## src/rtl/crc_scan_pkg.sv

```systemverilog
// Shared constants, types and helpers for the memory-scanning CRC engine.
// Assumes the memory word is 256 bits and the CRC lane is 32 bits.
package crc_scan_pkg;
    localparam logic [31:0] CRC_POLY   = 32'h04C11DB7;
    localparam logic [31:0] CRC_XOROUT = 32'h55555555;
    localparam int MEM_W      = 256;
    localparam int LANE_W     = 32;
    localparam int LANES      = MEM_W / LANE_W;
    localparam int LANE_IDX_W = $clog2(LANES);
    localparam int WORD_LOG2  = $clog2(MEM_W / 8);

    typedef enum logic [1:0] {
        SEQ_IDLE  = 2'd0,
        SEQ_ISSUE = 2'd1,
        SEQ_BEATS = 2'd2
    } seq_state_t;

    // Burst code to memory-word count: 4 << (2*code).
    function automatic logic [8:0] burst_words(input logic [1:0] code);
        return 9'd4 << {code, 1'b0};
    endfunction
endpackage

```

## src/rtl/crc_lane_fold.sv

```systemverilog
// Combinational fold of one 32-bit lane into the CRC state.
// Assumes MSB-first processing, no reflection, fixed XOR after each lane.
module crc_lane_fold
    import crc_scan_pkg::*;
(
    input  logic [31:0] state_i,
    input  logic [31:0] data_i,
    output logic [31:0] next_o
);
    logic [31:0] s;

    // Purpose: XOR the lane, run 32 polynomial steps, apply the constant.
    always_comb begin
        s = state_i ^ data_i;
        for (int i = 0; i < LANE_W; i++) begin
            s = s[31] ? ((s << 1) ^ CRC_POLY) : (s << 1);
        end
        next_o = s ^ CRC_XOROUT;
    end
endmodule

```

## src/rtl/crc_region_map.sv

```systemverilog
// Turns the region configuration into a first memory word, a word count
// and an inclusive lane-address window.
// Assumes start <= end in address mode and a nonzero sector count that
// stays inside the memory in sector mode.
module crc_region_map #(
    parameter int ADDR_W    = 20,
    parameter int SECT_LOG2 = 17
) (
    input  logic                          sector_mode_i,
    input  logic [ADDR_W-1:0]             start_addr_i,
    input  logic [ADDR_W-1:0]             end_addr_i,
    input  logic [ADDR_W-SECT_LOG2-1:0]   sect_first_i,
    input  logic [ADDR_W-SECT_LOG2:0]     sect_num_i,
    output logic [ADDR_W-6:0]             first_word_o,
    output logic [ADDR_W-5:0]             n_words_o,
    output logic [ADDR_W-3:0]             lo_lane_o,
    output logic [ADDR_W-3:0]             hi_lane_o
);
    localparam int WA_W    = ADDR_W - 5;
    localparam int LA_W    = ADDR_W - 2;
    localparam int SHIFT_W = SECT_LOG2 - 5;

    logic unused_low_bits;
    assign unused_low_bits = ^{start_addr_i[1:0], end_addr_i[1:0]};

    // Purpose: choose the region window from the selected mode.
    always_comb begin
        if (sector_mode_i) begin
            first_word_o = WA_W'(sect_first_i) << SHIFT_W;
            n_words_o    = (WA_W + 1)'(sect_num_i) << SHIFT_W;
            lo_lane_o    = {first_word_o, 3'b000};
            hi_lane_o    = LA_W'({n_words_o, 3'b000}) + lo_lane_o - LA_W'(1);
        end else begin
            first_word_o = start_addr_i[ADDR_W-1:5];
            n_words_o    = {1'b0, end_addr_i[ADDR_W-1:5]}
                         - {1'b0, start_addr_i[ADDR_W-1:5]} + (WA_W + 1)'(1);
            lo_lane_o    = start_addr_i[ADDR_W-1:2];
            hi_lane_o    = end_addr_i[ADDR_W-1:2];
        end
    end
endmodule

```

## src/rtl/crc_scan_seq.sv

```systemverilog
// Burst and lane sequencer: issues bursts, accepts one beat at a time,
// and presents its eight lanes over eight cycles with a fold enable.
// Assumes the memory returns exactly mem_len beats per request in order.
module crc_scan_seq
    import crc_scan_pkg::*;
#(
    parameter int ADDR_W = 20
) (
    input  logic              clk,
    input  logic              rst_n,
    input  logic              start_i,
    input  logic [ADDR_W-6:0] first_word_i,
    input  logic [ADDR_W-5:0] n_words_i,
    input  logic [ADDR_W-3:0] lo_lane_i,
    input  logic [ADDR_W-3:0] hi_lane_i,
    input  logic [8:0]        bwords_i,
    input  logic              mem_rvalid_i,
    input  logic [MEM_W-1:0]  mem_rdata_i,
    output logic              busy_o,
    output logic              done_o,
    output logic              mem_req_o,
    output logic [ADDR_W-6:0] mem_addr_o,
    output logic [8:0]        mem_len_o,
    output logic              mem_rready_o,
    output logic              lane_fire_o,
    output logic [31:0]       lane_data_o
);
    localparam int WA_W = ADDR_W - 5;
    localparam int LA_W = ADDR_W - 2;
    localparam int WL_W = (WA_W + 1 > 9) ? WA_W + 1 : 9;

    seq_state_t            state_q;
    logic                  lane_run_q, done_q;
    logic [LANE_IDX_W-1:0] lane_idx_q;
    logic [8:0]            beats_left_q, bwords_q, blen;
    logic [WL_W-1:0]       words_left_q;
    logic [WA_W-1:0]       next_word_q;
    logic [LA_W-1:0]       cur_q, lo_q, hi_q;
    logic [MEM_W-1:0]      buf_q;
    logic                  beat_take;

    // Purpose: the burst length is the selected size capped by what remains.
    assign blen = (words_left_q < WL_W'(bwords_q)) ? words_left_q[8:0] : bwords_q;

    assign busy_o       = (state_q != SEQ_IDLE);
    assign done_o       = done_q;
    assign mem_req_o    = (state_q == SEQ_ISSUE);
    assign mem_addr_o   = next_word_q;
    assign mem_len_o    = blen;
    assign mem_rready_o = (state_q == SEQ_BEATS) && !lane_run_q && (beats_left_q != 9'd0);
    assign beat_take    = mem_rready_o && mem_rvalid_i;
    assign lane_fire_o  = lane_run_q && (cur_q >= lo_q) && (cur_q <= hi_q);
    assign lane_data_o  = buf_q[int'(lane_idx_q) * LANE_W +: LANE_W];

    // Purpose: the scan state machine, beat buffer and lane stepping.
    always_ff @(posedge clk) begin
        if (!rst_n) begin
            state_q      <= SEQ_IDLE;
            lane_run_q   <= 1'b0;
            lane_idx_q   <= '0;
            beats_left_q <= '0;
            words_left_q <= '0;
            next_word_q  <= '0;
            cur_q        <= '0;
            lo_q         <= '0;
            hi_q         <= '0;
            bwords_q     <= 9'd16;
            buf_q        <= '0;
            done_q       <= 1'b0;
        end else begin
            done_q <= 1'b0;
            case (state_q)
                SEQ_IDLE: begin
                    if (start_i) begin
                        next_word_q  <= first_word_i;
                        words_left_q <= WL_W'(n_words_i);
                        cur_q        <= {first_word_i, 3'b000};
                        lo_q         <= lo_lane_i;
                        hi_q         <= hi_lane_i;
                        bwords_q     <= bwords_i;
                        state_q      <= SEQ_ISSUE;
                    end
                end
                SEQ_ISSUE: begin
                    beats_left_q <= blen;
                    next_word_q  <= next_word_q + WA_W'(blen);
                    words_left_q <= words_left_q - WL_W'(blen);
                    state_q      <= SEQ_BEATS;
                end
                SEQ_BEATS: begin
                    if (beat_take) begin
                        buf_q        <= mem_rdata_i;
                        lane_run_q   <= 1'b1;
                        lane_idx_q   <= '0;
                        beats_left_q <= beats_left_q - 9'd1;
                    end
                    if (lane_run_q) begin
                        lane_idx_q <= lane_idx_q + 1'b1;
                        cur_q      <= cur_q + 1'b1;
                        if (lane_idx_q == LANE_IDX_W'(LANES - 1)) begin
                            lane_run_q <= 1'b0;
                            if (beats_left_q == 9'd0) begin
                                if (words_left_q == '0) begin
                                    state_q <= SEQ_IDLE;
                                    done_q  <= 1'b1;
                                end else begin
                                    state_q <= SEQ_ISSUE;
                                end
                            end
                        end
                    end
                end
                default: state_q <= SEQ_IDLE;
            endcase
        end
    end
endmodule

```

## src/rtl/flash_crc_scan.sv

```systemverilog
// Top of the memory-scanning CRC engine: holds the burst selection and
// the CRC result, and wires the region map, sequencer and lane fold.
// Assumes one-cycle command pulses and a memory that honours mem_rready.
module flash_crc_scan
    import crc_scan_pkg::*;
#(
    parameter int ADDR_W    = 20,
    parameter int SECT_LOG2 = 17
) (
    input  logic                        clk,
    input  logic                        rst_n,
    input  logic                        cmd_clear,
    input  logic                        cmd_start,
    input  logic                        cfg_sector_mode,
    input  logic                        burst_wr,
    input  logic [1:0]                  burst_code,
    input  logic [ADDR_W-1:0]           cfg_start_addr,
    input  logic [ADDR_W-1:0]           cfg_end_addr,
    input  logic [ADDR_W-SECT_LOG2-1:0] cfg_sector,
    input  logic [ADDR_W-SECT_LOG2:0]   cfg_sector_num,
    output logic                        busy,
    output logic                        done,
    output logic [31:0]                 result,
    output logic                        mem_req,
    output logic [ADDR_W-6:0]           mem_addr,
    output logic [8:0]                  mem_len,
    input  logic                        mem_rvalid,
    output logic                        mem_rready,
    input  logic [MEM_W-1:0]            mem_rdata
);
    logic [1:0]        burst_code_q;
    logic [31:0]       crc_q, crc_next, lane_data;
    logic              lane_fire;
    logic [ADDR_W-6:0] first_word;
    logic [ADDR_W-5:0] n_words;
    logic [ADDR_W-3:0] lo_lane, hi_lane;

    // Purpose: stored burst code, fully replaced on each write.
    always_ff @(posedge clk) begin
        if (!rst_n)        burst_code_q <= 2'd1;
        else if (burst_wr) burst_code_q <= burst_code;
    end

    crc_region_map #(.ADDR_W(ADDR_W), .SECT_LOG2(SECT_LOG2)) u_map (
        .sector_mode_i (cfg_sector_mode),
        .start_addr_i  (cfg_start_addr),
        .end_addr_i    (cfg_end_addr),
        .sect_first_i  (cfg_sector),
        .sect_num_i    (cfg_sector_num),
        .first_word_o  (first_word),
        .n_words_o     (n_words),
        .lo_lane_o     (lo_lane),
        .hi_lane_o     (hi_lane)
    );

    crc_scan_seq #(.ADDR_W(ADDR_W)) u_seq (
        .clk          (clk),
        .rst_n        (rst_n),
        .start_i      (cmd_start),
        .first_word_i (first_word),
        .n_words_i    (n_words),
        .lo_lane_i    (lo_lane),
        .hi_lane_i    (hi_lane),
        .bwords_i     (burst_words(burst_code_q)),
        .mem_rvalid_i (mem_rvalid),
        .mem_rdata_i  (mem_rdata),
        .busy_o       (busy),
        .done_o       (done),
        .mem_req_o    (mem_req),
        .mem_addr_o   (mem_addr),
        .mem_len_o    (mem_len),
        .mem_rready_o (mem_rready),
        .lane_fire_o  (lane_fire),
        .lane_data_o  (lane_data)
    );

    crc_lane_fold u_fold (
        .state_i (crc_q),
        .data_i  (lane_data),
        .next_o  (crc_next)
    );

    // Purpose: CRC result register, zeroed by an idle clear.
    always_ff @(posedge clk) begin
        if (!rst_n)                  crc_q <= '0;
        else if (cmd_clear && !busy) crc_q <= '0;
        else if (lane_fire)          crc_q <= crc_next;
    end

    assign result = crc_q;
endmodule

```

## config.mk

```make
export PLATFORM = sky130hd
export DESIGN_NAME = flash_crc_scan
export DESIGN_NICKNAME = d
export VERILOG_FILES = /design/src/rtl/crc_scan_pkg.sv /design/src/rtl/crc_lane_fold.sv /design/src/rtl/crc_region_map.sv /design/src/rtl/crc_scan_seq.sv /design/src/rtl/flash_crc_scan.sv
export SDC_FILE = /design/constraint.sdc
export NUM_CORES = 1
export LEC_CHECK = 0
export BUFFER_PORTS_ARGS = -buffer_cell sky130_fd_sc_hd__buf_2
export CELL_PAD_IN_SITES_DETAIL_PLACEMENT = 1
export CELL_PAD_IN_SITES_GLOBAL_PLACEMENT = 2
export CORE_UTILIZATION = 38
export CTS_BUF_LIST = sky130_fd_sc_hd__clkbuf_8
export CTS_CLUSTER_SIZE = 24
export DETAILED_ROUTE_END_ITERATION = 16
export HOLD_SLACK_MARGIN = 0.02
export PLACE_DENSITY = 0.92
export SYNTH_ARGS = -nofsm -noshare
export SYNTH_HDL_FRONTEND = slang
export SYNTH_SLANG_ARGS = --single-unit
```

## constraint.sdc

```tcl
create_clock -name clk -period 11.09 [get_ports clk]
set_input_delay 1.109 -clock clk [delete_from_list [all_inputs] [get_ports clk]]
set_output_delay 1.109 -clock clk [all_outputs]
set_load 0.03 [all_outputs]
```

# [After elaboration in Yosys (flattened, before gate mapping)]
# Cells that the tools add are included.
[word_totals] wordCells=155 out_inout_bits=60 reg_bits=400 inputBits=312
[classes] n_reduce_logical=26 n_mux=58 n_lt_le_gt_ge=3 addsub=9 shifts=2 bitwise_logic=35 n_eq_ne=8
[ops] operator="$mux W27" n=32
[ops] operator="$not A14 Y14" n=32
[ops] operator="$shiftx A256 B9 Y32" n=1
[ops] operator="$mux W18" n=4
[ops] operator="$pmux W18 S2" n=1
[ops] operator="$mux W16" n=2
[ops] operator="$pmux W16 S2" n=1
[ops] operator="$xor A32 B32 Y32" n=1
[ops] operator="$mux W15" n=2
[ops] operator="$pmux W15 S2" n=1
[ops] operator="$add A18 B1 Y18 const B" n=1
[ops] operator="$add A18 B18 Y18" n=1
[ops] operator="$ge A18 B18 Y1" n=1
[ops] operator="$le A18 B18 Y1" n=1
[ops] operator="$mux W9" n=2
[ops] operator="$pmux W9 S2" n=1
[ops] operator="$sub A18 B1 Y18 const B" n=1
[ops] operator="$add A16 B1 Y16 const B" n=1
[ops] operator="$logic_not A16 Y1" n=1
[ops] operator="$lt A16 B9 Y1" n=1
[ops] operator="$not A16 Y16" n=1
[ops] operator="$sub A15 B15 Y16" n=1
[ops] operator="$sub A16 B9 Y16" n=1
[ops] operator="$add A15 B9 Y15" n=1
[ops] operator="24 further kinds" n=49

# [Depth between registers and ports, before layout]
[logic_depth] ltp_word=67 depth_mapped=24 ltp_nobuf=23

# [Cells and area by module]
# From an unflattened synthesis, not the netlist that was laid out.
[unflattened] cells_unflattened=2742 area_unflattened_um2=23571.4
[by_module_without_submodules] module="crc_scan_seq" seq_area_each_um2=7327.0 instances=1 cells_each=2134 area_per_inst_um2=17465.5
[by_module_without_submodules] module="crc_lane_fold" seq_area_each_um2=0.0 instances=1 cells_each=275 area_per_inst_um2=3075.4
[by_module_without_submodules] module="flash_crc_scan" seq_area_each_um2=680.7 instances=1 cells_each=119 area_per_inst_um2=1575.3
[by_module_without_submodules] module="crc_region_map" seq_area_each_um2=0.0 instances=1 cells_each=214 area_per_inst_um2=1455.1

# [Worst setup path after synthesis]
# No wires, ideal clock.
[synth_timing] path_type="reg-to-reg" from="reg u_seq.bwords_q[2]" to="reg u_seq.next_word_q[14] (netlist: u_seq.mem_addr_o[14])" period_less_slack_ns=4.774 setup_time_ns=0.120 arrival_time_ns=4.654 n_path_buf=1 path_stages_with_launch=24 required_time_ns=10.970 slack_ns=6.316 path_cell_list="dfxtp_1 inv_1 ha_1 o31a_1 o31ai_1 a21oi_1 nor4_1 clkbuf_1 and2_1 ha_1 inv_1 fa_1 inv_1 a21oi_1 o21ai_0 and2_1 o21ai_0 a21oi_1 o21ai_0 a21oi_1 o21a_1 nand4_1 and3_1 o31a_1"
[synth_via] elab_chain_len=4
[synth_rtl] item="start, declared" line="crc_scan_seq.sv:35" text="logic [8:0] beats_left_q, bwords_q, blen;"
[synth_rtl] item="start signal, assigned" line="crc_scan_seq.sv:80" text="bwords_q <= bwords_i;"
[synth_rtl] item="$lt A16 B9 Y1" line="crc_scan_seq.sv:43" text="assign blen = (words_left_q < WL_W'(bwords_q)) ? words_left_q[8:0] : bwords_q;"
[synth_rtl] item="$mux W9" line="crc_scan_seq.sv:43"
[synth_rtl] item="net mem_len[0]" line="flash_crc_scan.sv:26" text="output logic [8:0] mem_len,"
[synth_rtl] item="$add A15 B9 Y15" line="crc_scan_seq.sv:86" text="next_word_q <= next_word_q + WA_W'(blen);"
[synth_rtl] item="$pmux W15 S2" line="crc_scan_seq.sv:72" text="case (state_q)"
[synth_rtl] item="end signal, assigned" line="crc_scan_seq.sv:75" text="next_word_q <= first_word_i;"
[synth_rtl] item="end signal, assigned" line="crc_scan_seq.sv:86"
[synth_rtl] item="end, declared" line="crc_scan_seq.sv:37" text="logic [WA_W-1:0] next_word_q;"
# The timed path passes the listed nets, and every way through them passes these cells.
# A chain may end at the register's enable or synchronous reset.

# [Worst setup path in the final report]
[layout_timing] from="reg u_seq.lane_idx_q[0]" to="reg crc_q[7] (netlist: result[7])"
[layout_via] elab_chain_len=42 word_cells_on_any_way=63 cone_classes="shift: 1; mux: 32; bitwise: 30"
[layout_rtl] item="start, declared" line="crc_scan_seq.sv:34" text="logic [LANE_IDX_W-1:0] lane_idx_q;"
[layout_rtl] item="start signal, assigned" line="crc_scan_seq.sv:98" text="lane_idx_q <= lane_idx_q + 1'b1;"
[layout_rtl] item="$shiftx A256 B9 Y32 *" line="crc_scan_seq.sv:53" text="assign lane_data_o = buf_q[int'(lane_idx_q) * LANE_W +: LANE_W];"
[layout_rtl] item="$xor A32 B32 Y32 *" line="crc_lane_fold.sv:14" text="s = state_i ^ data_i;"
[layout_rtl] item="$not A14 Y14 (no source line)"
[layout_rtl] item="$mux W27" line="crc_lane_fold.sv:16" text="s = s[31] ? ((s << 1) ^ CRC_POLY) : (s << 1);"
[layout_rtl] item="$not A14 Y14 (no source line) / $mux W27 (equally long branches)"
[layout_rtl] item="$mux W27 / $not A14 Y14 (equally long branches)"
[layout_rtl] item="$mux W27" line="crc_lane_fold.sv:16"
[layout_rtl] item="$not A14 Y14 (no source line)"
[layout_rtl] item="[... 26 more ...]"
[layout_rtl] item="$mux W27 / $not A14 Y14 (equally long branches)"
[layout_rtl] item="$not A14 Y14 (no source line) / $mux W27 (equally long branches)"
[layout_rtl] item="$mux W27" line="crc_lane_fold.sv:16"
[layout_rtl] item="$mux W27 / $not A14 Y14 (equally long branches)"
[layout_rtl] item="$mux W27" line="crc_lane_fold.sv:16"
[layout_rtl] item="$not A14 Y14 (no source line) / $mux W27 (equally long branches)"
[layout_rtl] item="$mux W27 / $not A14 Y14 (equally long branches)"
[layout_rtl] item="$mux W27 *" line="crc_lane_fold.sv:16"
[layout_rtl] item="end signal, assigned" line="flash_crc_scan.sv:87" text="else if (lane_fire) crc_q <= crc_next;"
[layout_rtl] item="end, declared" line="flash_crc_scan.sv:32" text="logic [31:0] crc_q, crc_next, lane_data;"
# Mark *: on every way between the ends. The rest lies on a longest branch, timed or not.

==> metrics.md <==
| Metric | Value |
|---|---|
| RR Endpoint | `result[7]` |
| Pwr dens | `353.1 nW/um2` |
| CTS Buf Count | `75` |
| Max FO, Critical Path | `51` |
| Achievable Freq | `0.1669 GHz` |
| Leak | `10.24 nW` |
| Remaining DRCs | `0` |
| Final worst slack | `5.097 ns` |
| Chip width | `244.6 um` |
| Clock Path Buffers | `3` |
| Final Setup Violations | `0` |
| Die height | `244.6 um` |
| Main area contributors after synthesis | `dfxtp_1 35%, nand2_1 10%, a21oi_1 8.3%` |
| H-tree depth | `3` |
| Reg2reg setup slack | `5.10 ns` |
| GRT overflow | `0` |
| Final WL | `79.77 mm` |
| Area of the mapped netlist | `22360 um2` |
| Initial antenna violation count | `24` |
| Unrepaired setup endpoints after global routing | `false` |
| Setup total negative slack | `0 ns` |
| I/O pin total | `372` |
| Total die area | `59810 um2` |
| Yosys warnings | `0` |
| Flop pwr share | `17.3%` |
| Syn Inst Count | `2614` |
| Final period utilization | `54.04%` |
| Async S/R FF share, synth | `0%` |
| Vias in the first global route | `20550` |
| Worst path max stage delay | `0.81 ns` |
| Pin count of the biggest net entering global routing | `261` |
| Slew margin rel. | `5.454%` |
| Area Overhead vs Synth | `17.52%` |
| Root Driver | `clkbuf_8` |
| Post-CTS resize count | `0` |
| Most used cell, CP | `xnor2_4` |
| Netlist cell types | `72` |
| Cell Rows | `88` |
| First-iteration detailed-routing DRC count | `1073` |
| Final Skew | `0.04516 ns` |
| Tmin final | `5.993 ns` |
| Num Clock Sinks | `395` |
| Worst Hold Launch | `u_seq.buf_q[154]` |
| Layout cells sized above 1 | `21.34%` |
| First-pass GRT wire length | `120.5 mm` |
| Hold crit path type | `reg2reg` |
| Cell accounting for the most synthesized area | `dfxtp_1` |
| DP Worst Slack | `5.124 ns` |
| Hold Fails Final Rpt | `0` |
| DR vias | `19880` |
| Maxcap violations | `0` |
| Detail Route Antenna Nets | `0` |
| VDD IR max | `514.9 uV` |
| Critical path arrival | `6.48 ns` |
| Port Buffers | `367` |
| Cell-internal power | `5.240 mW` |
| Setup CP Type | `reg2reg` |
| Syn Area/Cell | `8.553 um2` |
| Pwr Total | `9.279 mW` |
| Status | `completed` |
| Fin nets | `3321` |
| DP HPWL | `59.51 mm` |
| Hold Buf Count CTS | `0` |
| Combinational power share | `66.6%` |
| CTS tree | `yes` |
| Setup crit end kind | `flip-flop` |
| Post-CTS Setup Inserts | `0` |
| Net load switching power | `4.039 mW` |
| Post-Syn Nets | `3018` |
| Post-DR wirelength/cell | `21.22 um` |
| Synthesized flop and latch total | `395` |
| Slew Viols, Final | `0` |
| Switching Fraction | `43.52%` |
| CP max stage cell | `buf_4` |
| Clock insertion delay at the later pin of the skew report | `0.67 ns` |
| Clk network pwr share | `16.1%` |
| Worst r2r path cells | `15` |
| Core area | `57920 um2` |
| Drt first pass iters | `5` |
| GRT Total Usage | `26.16%` |
| Endpoint, Worst Hold | `u_seq.buf_q[154]` |
| Initial core utilization | `38.60%` |
| WHS Path Cells | `2` |
| Top FF cell, synth | `dfxtp_1` |
| Worst setup SP type | `flip-flop` |
| CP Cell Sequence | `buf_4, mux2_1, o22ai_1, a221oi_1, xnor2_2, xnor3_2, xnor2_4, xnor2_4, xor2_4, xor2_4, xnor2_4, xnor2_2, xor2_1, mux2i_1, nor2_1` |
| Register area share after synthesis | `35.37%` |
| Vias/cell | `5.288` |
| Post-synth top area share | `35.37%` |
| Least-Margin Pin Slew | `1.418 ns` |
| Worst-path clk slew | `0.06 ns` |
| WP data required | `11.58 ns` |
| Post-synth EDFFs | `0` |
| Final GP Congestion | `0.9052` |
| Reg2reg start | `u_seq.lane_idx_q[0]` |
| Final Core Density | `45.37%` |
-- metal layers --
| metal | track usage, % | vias to the layer above | part of all wire, % |
|---|---|---|---|
| li1 | - | 9531 | - |
| met1 | 35.14 | 9768 | 46 |
| met2 | 42.36 | 444 | 47 |
| met3 | 4.291 | 124 | 4.6 |
| met4 | 8.842 | 14 | 2.6 |
| met5 | 0 | - | 0.11 |
-- metrics by stage --
stage	instances	hold WS, ns	cell area [um2]
final	3760	0.4495	26280
after global routing	3752	0.4698	26260
after CTS	3741	0.4515	26230
after detailed placement	3605	0.4435	24650
after global placement	3605	0.4387	24650
after floorplan	2614	0.4319	22360
-- layout make-up --
type	count	area, um2
well taps	765	957.2
repair buffers	386	1992
multi-input cells	1957	13400
clock buffers	101	1390
diodes	19	47.55
clock inverters	35	182.7
flip-flops and latches	395	7916
fillers	7035	31640
inverters	102	390.4
-- how the worst max path moves through the flow --
stage | startpoint | to | cells after the start
final | u_seq.lane_idx_q[0] | result[7] | 15
after global routing | u_seq.lane_idx_q[0] | result[7] | 15
after CTS | u_seq.lane_idx_q[0] | result[7] | 15
after detailed placement | u_seq.lane_idx_q[0] | result[26] | 15
after global placement | u_seq.lane_idx_q[0] | result[26] | 15
after floorplan | u_seq.bwords_q[2] | u_seq.mem_addr_o[14] | 23
-- placed cells by master, fill, tap and decap left out, types with 13 or more instances in the layout --
master	count
a211oi_1	35
a21o_1	14
a21oi_1	369
a221oi_1	14
buf_2	367
buf_4	18
clkbuf_8	101
dfxtp_1	392
diode_2	19
ha_1	90
inv_1	123
mux2_2	22
mux2i_1	72
mux4_2	36
nand2_1	601
nand3_1	18
nor2_1	97
nor2b_1	13
nor3_1	38
o21ai_0	73
o22ai_1	27
xnor2_1	168
xnor2_2	23
xnor2_4	17
xor2_1	52
-- power by group through the flow --
stage | clock [mW] | sequential, mW | combinational, mW
after detailed placement | 0 | 1.63 | 6.19
final | 1.49 | 1.60 | 6.18
after floorplan | 0 | 1.63 | 5.05
after global placement | 0 | 1.62 | 6.09
after CTS | 1.52 | 1.60 | 6.23
after global routing | 1.59 | 1.61 | 6.63
-- critical path, delay by kind of cell (launching register included) --
| family | cells | cell delay [ns] |
|---|---|---|
| buffers and inverters | 1 | 0.81 |
| XOR/XNOR | 9 | 3.14 |
| AO/OA/AOI/OAI | 2 | 0.43 |
| AND/OR/NAND/NOR | 1 | 0.06 |
| multiplexers | 2 | 0.59 |
| flip-flops | 1 | 0.70 |
-- synthesized netlist by cell type, types with 38 or more instances --
library cell / count
a21oi_1: 370
clkbuf_1: 131
dfxtp_1: 395
ha_1: 90
inv_1: 101
mux2i_1: 72
nand2_1: 603
nor2_1: 97
nor3_1: 38
o21ai_0: 73
xnor2_1: 168
xor2_1: 52
-- logic make-up after synthesis --
logic type	synth area share [%]
xor+xnor	15.51
buf+inv	4.818
mux	8.361
simple gates	15.18
fa+ha+maj	5.216
flops	35.37
other cells	0.01677
compound gates	15.52
-- state kept, by name (all words and copies together) (netlist names) --
| register | cells |
|---|---|
| u_seq.beats_left_q | 9 |
| u_seq.lane_idx_q | 3 |
| u_seq.mem_addr_o | 15 |
| u_seq.state_q | 2 |
| u_seq.lane_run_q | 1 |
| u_seq.bwords_q | 4 |
| u_seq.hi_q | 18 |
| u_seq.lo_q | 18 |
| u_seq.done_o | 1 |
| result | 32 |
| u_seq.words_left_q | 16 |
| burst_code_q | 2 |
| u_seq.cur_q | 18 |
| u_seq.buf_q | 256 |
No activity file was read; power rests on OpenSTA's default activity.
